[config.mk]
export PLATFORM = sky130hd
export DESIGN_NAME = sram_lane_ctrl
export DESIGN_NICKNAME = d
export VERILOG_FILES = /design/src/rtl/sram_ctl_pkg.sv /design/src/rtl/wr_prio_decode.sv /design/src/rtl/lane_bank.sv /design/src/rtl/sram_lane_ctrl.sv
export SDC_FILE = /design/constraint.sdc
export NUM_CORES = 2
export LEC_CHECK = 0
export ABC_CLOCK_PERIOD_IN_PS = 3300
export BUFFER_PORTS_ARGS = -buffer_cell sky130_fd_sc_hd__buf_2
export CORE_MARGIN = 2
export CORE_UTILIZATION = 40
export CTS_CLUSTER_DIAMETER = 80
export CTS_CLUSTER_SIZE = 20
export DETAILED_ROUTE_END_ITERATION = 8
export SYNTH_ARGS = -nofsm -noshare
export SYNTH_HDL_FRONTEND = slang
export SYNTH_SLANG_ARGS = --single-unit
[constraint.sdc]
create_clock -name clk -period 3.3 [get_ports clk]
set_input_delay 0.33 -clock clk [delete_from_list [all_inputs] [get_ports clk]]
set_output_delay 0.33 -clock clk [all_outputs]
set_load 0.05 [all_outputs]
[src/rtl/sram_ctl_pkg.sv]
package sram_ctl_pkg;
  typedef enum logic [1:0] {
    OP_IDLE  = 2'd0,
    OP_READ  = 2'd1,
    OP_WRITE = 2'd2
  } op_e;
endpackage

[src/rtl/wr_prio_decode.sv]
module wr_prio_decode #(
  parameter int LANES = 4
) (
  input  logic             gwr_n,
  input  logic             bgate_n,
  input  logic [LANES-1:0] lane_wr_n,
  input  logic             en_n,
  input  logic             sel_hi,
  input  logic             sel_lo_n,
  output logic             chip_sel,
  output logic [LANES-1:0] wr_mask
);
  logic global_wr;
  logic gate_open;

  always_comb begin
    chip_sel  = !en_n && sel_hi && !sel_lo_n;
    global_wr = !gwr_n;
    gate_open = !bgate_n;
  end

  for (genvar g = 0; g < LANES; g++) begin : g_lane
    always_comb begin
      if (!chip_sel)      wr_mask[g] = 1'b0;
      else if (global_wr) wr_mask[g] = 1'b1;
      else if (gate_open) wr_mask[g] = !lane_wr_n[g];
      else                wr_mask[g] = 1'b0;
    end
  end
endmodule

[src/rtl/lane_bank.sv]
module lane_bank #(
  parameter int W  = 9,
  parameter int AW = 6
) (
  input  logic          clk,
  input  logic          rst,
  input  logic          we,
  input  logic          re,
  input  logic [AW-1:0] addr,
  input  logic [W-1:0]  wdata,
  output logic [W-1:0]  rdata
);
  localparam int DEPTH = 1 << AW;

  logic [W-1:0] mem [DEPTH];

  always_ff @(posedge clk) begin
    if (we) mem[addr] <= wdata;
  end

  always_ff @(posedge clk) begin
    if (rst)     rdata <= '0;
    else if (re) rdata <= mem[addr];
  end
endmodule

[src/rtl/sram_lane_ctrl.sv]
module sram_lane_ctrl
  import sram_ctl_pkg::*;
#(
  parameter int LANES  = 4,
  parameter int LANE_W = 9,
  parameter int ADDR_W = 6
) (
  input  logic                    clk,
  input  logic                    rst,
  input  logic [ADDR_W-1:0]       addr,
  input  logic                    gwr_n,
  input  logic                    bgate_n,
  input  logic [LANES-1:0]        lane_wr_n,
  input  logic                    en_n,
  input  logic                    sel_hi,
  input  logic                    sel_lo_n,
  input  logic                    oe_n,
  input  logic [LANES*LANE_W-1:0] dq_in,
  output logic [LANES-1:0]        lane_stb,
  output logic [LANES*LANE_W-1:0] rd_data,
  output logic                    drive_en
);
  localparam int DW = LANES * LANE_W;

  logic             chip_sel;
  logic [LANES-1:0] wr_mask;
  op_e              s1_op;
  logic [LANES-1:0] s1_mask;
  logic [ADDR_W-1:0] s1_addr;
  logic [DW-1:0]    s1_data;
  logic             rd_vld;

  wr_prio_decode #(.LANES(LANES)) dec_i (
    .gwr_n    (gwr_n),
    .bgate_n  (bgate_n),
    .lane_wr_n(lane_wr_n),
    .en_n     (en_n),
    .sel_hi   (sel_hi),
    .sel_lo_n (sel_lo_n),
    .chip_sel (chip_sel),
    .wr_mask  (wr_mask)
  );

  // Input stage: controls, address and write data registered together.
  always_ff @(posedge clk) begin
    if (rst) begin
      s1_op   <= OP_IDLE;
      s1_mask <= '0;
      s1_addr <= '0;
      s1_data <= '0;
    end else begin
      s1_mask <= wr_mask;
      s1_addr <= addr;
      s1_data <= dq_in;
      if (!chip_sel)        s1_op <= OP_IDLE;
      else if (|wr_mask)    s1_op <= OP_WRITE;
      else                  s1_op <= OP_READ;
    end
  end

  for (genvar g = 0; g < LANES; g++) begin : g_bank
    lane_bank #(.W(LANE_W), .AW(ADDR_W)) bank_i (
      .clk  (clk),
      .rst  (rst),
      .we   (s1_mask[g]),
      .re   (s1_op == OP_READ),
      .addr (s1_addr),
      .wdata(s1_data[g*LANE_W +: LANE_W]),
      .rdata(rd_data[g*LANE_W +: LANE_W])
    );
  end

  // Output stage valid flag: set only by a completed read.
  always_ff @(posedge clk) begin
    if (rst) rd_vld <= 1'b0;
    else     rd_vld <= (s1_op == OP_READ);
  end

  assign lane_stb = s1_mask;
  assign drive_en = rd_vld && !oe_n;


  gw_all_lanes_chk: assert property (@(posedge clk) disable iff (rst)
    (chip_sel && !gwr_n) |=> (lane_stb == '1));


  gate_closed_chk: assert property (@(posedge clk) disable iff (rst)
    (chip_sel && gwr_n && bgate_n) |=> (lane_stb == '0));


  desel_no_stb_chk: assert property (@(posedge clk) disable iff (rst)
    (!chip_sel) |=> (lane_stb == '0));


  wr_blocks_drive_chk: assert property (@(posedge clk) disable iff (rst)
    (lane_stb != '0) |=> !drive_en);


  desel_hold_chk: assert property (@(posedge clk) disable iff (rst)
    (s1_op == OP_IDLE) |=> $stable(rd_data));


  always_comb begin
    oe_gate_chk: assert (!(drive_en && oe_n));
  end
endmodule

=== Yosys cells after proc, flatten, opt, wreduce, memory -nomap -nowiden ===
Memories as Yosys holds them, arrays and structs flattened. A register that Yosys moved wholly into a read port is not among the register bits.
Cells that the tools add are included.

* Add/sub/neg operators: 0
* Multipliers: 0
* Divide/modulo/power cells: 0
* $lt $le $gt $ge: 0
* Eq/ne operators: 1
* Shift operators: 0
* Muxes and demuxes: 21
* Bitwise gates (word level): 1
* Reduce and logical (&&, ||, !) cells: 12

{| class="wikitable"
|+ Operators by type and width
! cell !! number
|-
| $mux 1 || 20
|-
| $logic_not 1->1 || 7
|-
| $reduce_or 4->1 || 1
|-
| $logic_and 1x1->1 || 3
|-
| $eq 2x1->1 const B || 1
|-
| $mux 2 || 1
|-
| $reduce_or 2->1 || 1
|-
| $not 1->1 || 1
|}

* Flip-flop bits (word level): 49
* Latch bits: 0
* RAM bits: 2,304
* Memory bits (read-only): 0
* Output and inout port bits: 41
* Word-level logic and storage cells: 44
* Memories kept: 4

{| class="wikitable"
|+ Memories
! name !! words !! bits a word !! read ports !! clocked after memory_dff !! wr ports !! line !! text
|-
| g_bank[0].bank_i.mem || 64 || 9 || 1 || 1 || 1 || lane_bank.sv:15 || <nowiki>logic [W-1:0] mem [DEPTH];</nowiki>
|-
| g_bank[1].bank_i.mem || 64 || 9 || 1 || 1 || 1 || lane_bank.sv:15 ||
|-
| g_bank[2].bank_i.mem || 64 || 9 || 1 || 1 || 1 || lane_bank.sv:15 ||
|-
| g_bank[3].bank_i.mem || 64 || 9 || 1 || 1 || 1 || lane_bank.sv:15 ||
|}

=== Depth between registers and ports, before layout ===
* Depth after elaboration: 6
* Gate-level depth with buffers: 11
* Gate-level depth less buffers: 6

=== By module ===
A second synthesis with hierarchy kept.

* Cell total of the unflattened synthesis: 5,136
* Area, all modules: 92,905.4 µm²

{| class="wikitable"
|+ By module, submodules not included
! module !! instances !! cells an instance !! area an instance (µm²) !! sequential area each (µm²)
|-
| lane_bank || 4 || 1,255 || 22,873.2 || 17,476.8
|-
| sram_lane_ctrl || 1 || 107 || 1,348.8 || 980.9
|-
| wr_prio_decode || 1 || 9 || 63.8 || 0.0
|}

=== Worst setup path after synthesis ===
No wires, ideal clock.

* Path type: reg-to-reg
* Start: reg s1_addr[2]
* End: mem g_bank[2].bank_i.mem[58][0] (enable)
* Setup time: 0.387 ns
* Arrival: 2.063 ns
* Required time: 2.913 ns
* Setup slack: 0.850 ns
* Cell stages (with the launch flop): 9
* Period minus slack after synthesis: 2.450 ns
* Cells stage by stage: dfxtp_1 > buf_6 > buf_12 > buf_12 > buf_8 > buf_6 > buf_2 > buf_2 > nor3_1

{| class="wikitable"
|+ RTL lines
! element !! line !! text
|-
| from (decl) || sram_lane_ctrl.sv:29 || <nowiki>logic [ADDR_W-1:0] s1_addr;</nowiki>
|-
| from (signal assigned) || sram_lane_ctrl.sv:53 || <nowiki>s1_addr <= addr;</nowiki>
|-
| to (decl) || lane_bank.sv:15 ||
|}

No word-level cell before the write port.

==> summary.txt <==
Placement
  • Buffers on Ports: 94
  • GPL Wtd Cong: 0.8937
  • Cells after DPL: 8567
  • Post-DP HPWL: about 180 mm

Hold path
  • Worst hold path class: in2reg
  • Hold Path Cell Cnt: 2
  • Worst Hold Path EP: rd_vld
  • Hold path start: rst

Logic synthesis
  • Synth Instances: 5262
  • Synthesis-stage register bit count: around 2400
  • Yosys top cell area share: 74.77%
  • Synth Net Count: about 5300
  • Cell types occupying the most area after synthesis: edfxtp_1 (75%), mux2i_1 (3.5%), mux4_2 (2.8%), a221oi_1 (2.5%), dfxtp_1 (1.8%)
  • Mux cell area share after synthesis: between 8 and 9%
  • Synth cell types: 75
  • Post-Synth Adder-Cell Area: 0%
  • Mean Syn Cell Area: roughly 18 sq um
  • Register area share after synthesis: 76.61%
  • Area leader, netlist: edfxtp_1
  • Synth Cell Area: 92530 sq um
  • Simple-gate share of the synthesized area: under 10%
  • Post-synthesis compound-gate area fraction: 8.972%
  • Largest family of logic cells by synthesized area: compound AO/OA/AOI/OAI gates
  • Ys flop type: edfxtp_1
  • Post-synth ARST share: 0%
  • Post-synth EDFFs: 2304
  • YS warnings: 0
  • Xor and xnor fraction of the mapped netlist area: 0%

Floorplan
  • Die Ht: 485.0 um
  • IO Count: 95
  • Row count: about 180
  • Core area: roughly 230000 sq um
  • Die area: 235200 sq um
  • Die outline width: between 400 and 500 um
  • Initial core utilization: 40.25%

CTS
  • CTS Sinks: between 2000 and 2500
  • CTS tree: done
  • CTS Buf Count: 139
  • Htree depth: 4
  • Worst-skew pair later-pin latency: 0.84 ns
  • Clk buf depth: 3
  • Clock root cell: clkbuf_16
  • Reg clk slew, reported paths: about 0.09 ns

Worst setup path
  • Worst EP arrival: 3.87 ns
  • Setup crit start kind: flip-flop
  • Max FO, Critical Path: 23
  • Worst path max stage delay: ~1.0 ns
  • Slowest cell on crit path: nor2b_4
  • Flop-to-flop setup slack: 0.09 ns
  • Worst R2R Start: s1_addr[2]
  • WP buf/inv: 1
  • Crit path cell chain: nor2b_4 > buf_12 > a22oi_1 > nand3_1 > o2111ai_1 > a21oi_1 > a311oi_1
  • CP required: 3.96 ns
  • Critical path capture point type: flip-flop
  • FF-to-FF path depth: 7
  • Delay-heaviest family, CP: simple AND/OR/NAND/NOR gates
  • Critical path class: reg2reg
  • Critical Path Start: s1_addr[2]
  • FF-to-FF End: g_bank[0].bank_i.rdata[6]

Power and ir drop
  • Static leakage: 30.26 nW
  • PwrDens: 526.8 nW/um^2
  • Total Power: 54.89 mW
  • IR drop worst, VDD: around 0.00045 V

STA
  • Tmin final: 3.206 ns
  • RSZ-0062 raised after global routing: false
  • Worst-margin pin slew: 1.209 ns
  • Slew margin rel.: 19.24%
  • Hold Violations, Final: 0
  • # setup viols final: 0
  • Slew Viols, Final: 0
  • Setup TNS: 0 ns
  • Skew final: roughly 0.047 ns
  • Final Cycle Share: 97.16%
  • FMAX: 0.3119 GHz

Global routing
  • Total congestion overflow: 0
  • Initial antenna violation count: 17
  • Total track usage: 24.17%
  • Vias in the first global route: 52260
  • First-pass GRT wire length: slightly above 400 mm
  • Largest net degree at the start of global routing: 69

Finish
  • # nets final: 5791
  • Final Non-Filler Cells: 8868
  • Utilization after layout: 45.32%
  • P&R area growth vs syn: 12.61%
  • Proportion of layout cells with a drive suffix above 1: 20.13%

Routing
  • DRC viols: 0
  • Vias: ~54000
  • Initial DRC count: 7654
  • Final wirelength: about 290 mm
  • Antenna-violating nets left: 0
  • Vias per cell: 6.142
  • Pre-antenna DRT Iters: 6
  • WL/cell: 32.76 um

Status
  • Status: completed

Flow run
  • Number of max-cap violations: 0
## how the worst max path moves through the flow
stage	end	slack, ns	cells past startpoint
after global placement	g_bank[0].bank_i.rdata[6]	0.12	7
after CTS	g_bank[3].bank_i.rdata[0]	0.06	6
after global routing	g_bank[3].bank_i.rdata[7]	0.06	8
after detailed placement	g_bank[3].bank_i.rdata[0]	0.07	6
after floorplan	g_bank[2].bank_i.mem[58][0]	0.85	8
final	g_bank[0].bank_i.rdata[6]	0.09	7
## flip-flops by register name, indices dropped and copies added (netlist names)
register             flops
g_bank.bank_i.rdata     36
lane_stb                 4
s1_op                    2
g_bank.bank_i.mem     2304
rd_vld                   1
s1_data                 36
s1_addr                  6
## cell type report
cell class	count	area [sq um]
Fill cell	19780	125700
Sequential cell	2389	70940
Inverter	3	21.27
Antenna cell	6	15.01
Multi-Input combinational cell	2489	19410
Tap cell	3026	3786
Clock inverter	16	145.1
Timing Repair Buffer	715	5973
Clock buffer	224	3904
## layout by cell type, fill, tap and decap left out, types with 11 or more instances in the layout
cell           synthesis  layout
a311oi_1              31      31
buf_4                 74     511
clkbuf_1              78      80
o21ai_0              114     114
a221oi_1             262     262
mux4_2               114     114
a31oi_1               23      23
o22a_1                20      20
mux2_2               149     149
buf_2                136      93
a22oi_1              223     223
a22o_1                52      52
nand2_1              168     168
dfxtp_2                0      36
nor2b_1               50      43
a221o_1               23      23
and3_1                13      11
nor2_1               415     412
buf_12                 5      56
clkbuf_16              0     144
mux2i_1              324     324
nor3_1                17      16
a21oi_1              165     165
edfxtp_1            2304    2304
o221ai_1              13      13
a211oi_1              17      17
dlygate4sd3_1          0      55
o2bb2ai_1             16      16
o22ai_1               88      88
nand3_1               32      32
dfxtp_1               85      46
## power breakdown
group	switching (mW)	leakage [nW]	internal, mW
registers	0.310	18.8	33.2
clock network	9.80	1.95	8.22
logic	2.24	9.54	1.10
## stage by stage
stage | setup slack [ns] | cell area, sq um | hold WS, ns
after floorplan | 0.8499 | 92530 | 0.4361
after global placement | 0.1180 | 99570 | 0.5165
after detailed placement | 0.07268 | 99570 | 0.5228
after CTS | 0.05661 | 104200 | 0.04969
after global routing | 0.06113 | 104200 | 0.08394
final | 0.09385 | 104200 | 0.08120
## cell families after synthesis
logic type / after synthesis
AOI/OAI and AO/OA: 1126
buffers and inverters: 384
DFF: 2389
muxes: 596
and+or+nand+nor: 767
## metal layers
layer	vias to the layer above	part of all wire [%]	GRT usage (%)
met3	480	11	5.330
met1	28370	39	33.77
met4	12	3.3	7.505
li1	22230	-	-
met2	3375	46	37.78
met5	-	0.028	0
## cell usage after synthesis (all sizes together), types with 88 or more instances
| cell | instances |
|---|---|
| a21oi | 166 |
| a221oi | 265 |
| a22oi | 223 |
| buf | 303 |
| edfxtp | 2304 |
| mux2 | 158 |
| mux2i | 324 |
| mux4 | 114 |
| nand2 | 168 |
| nor2 | 421 |
| o21ai | 119 |
| o22ai | 88 |
## what timing repair did
item	4_1_cts	5_1_grt
hold endpoints to repair	48	0
hold buffers	55	0
buffers inserted	0	0
setup endpoints to repair	0	1
resized for setup	0	1
Note: power is estimated with default switching activity, not from simulation.
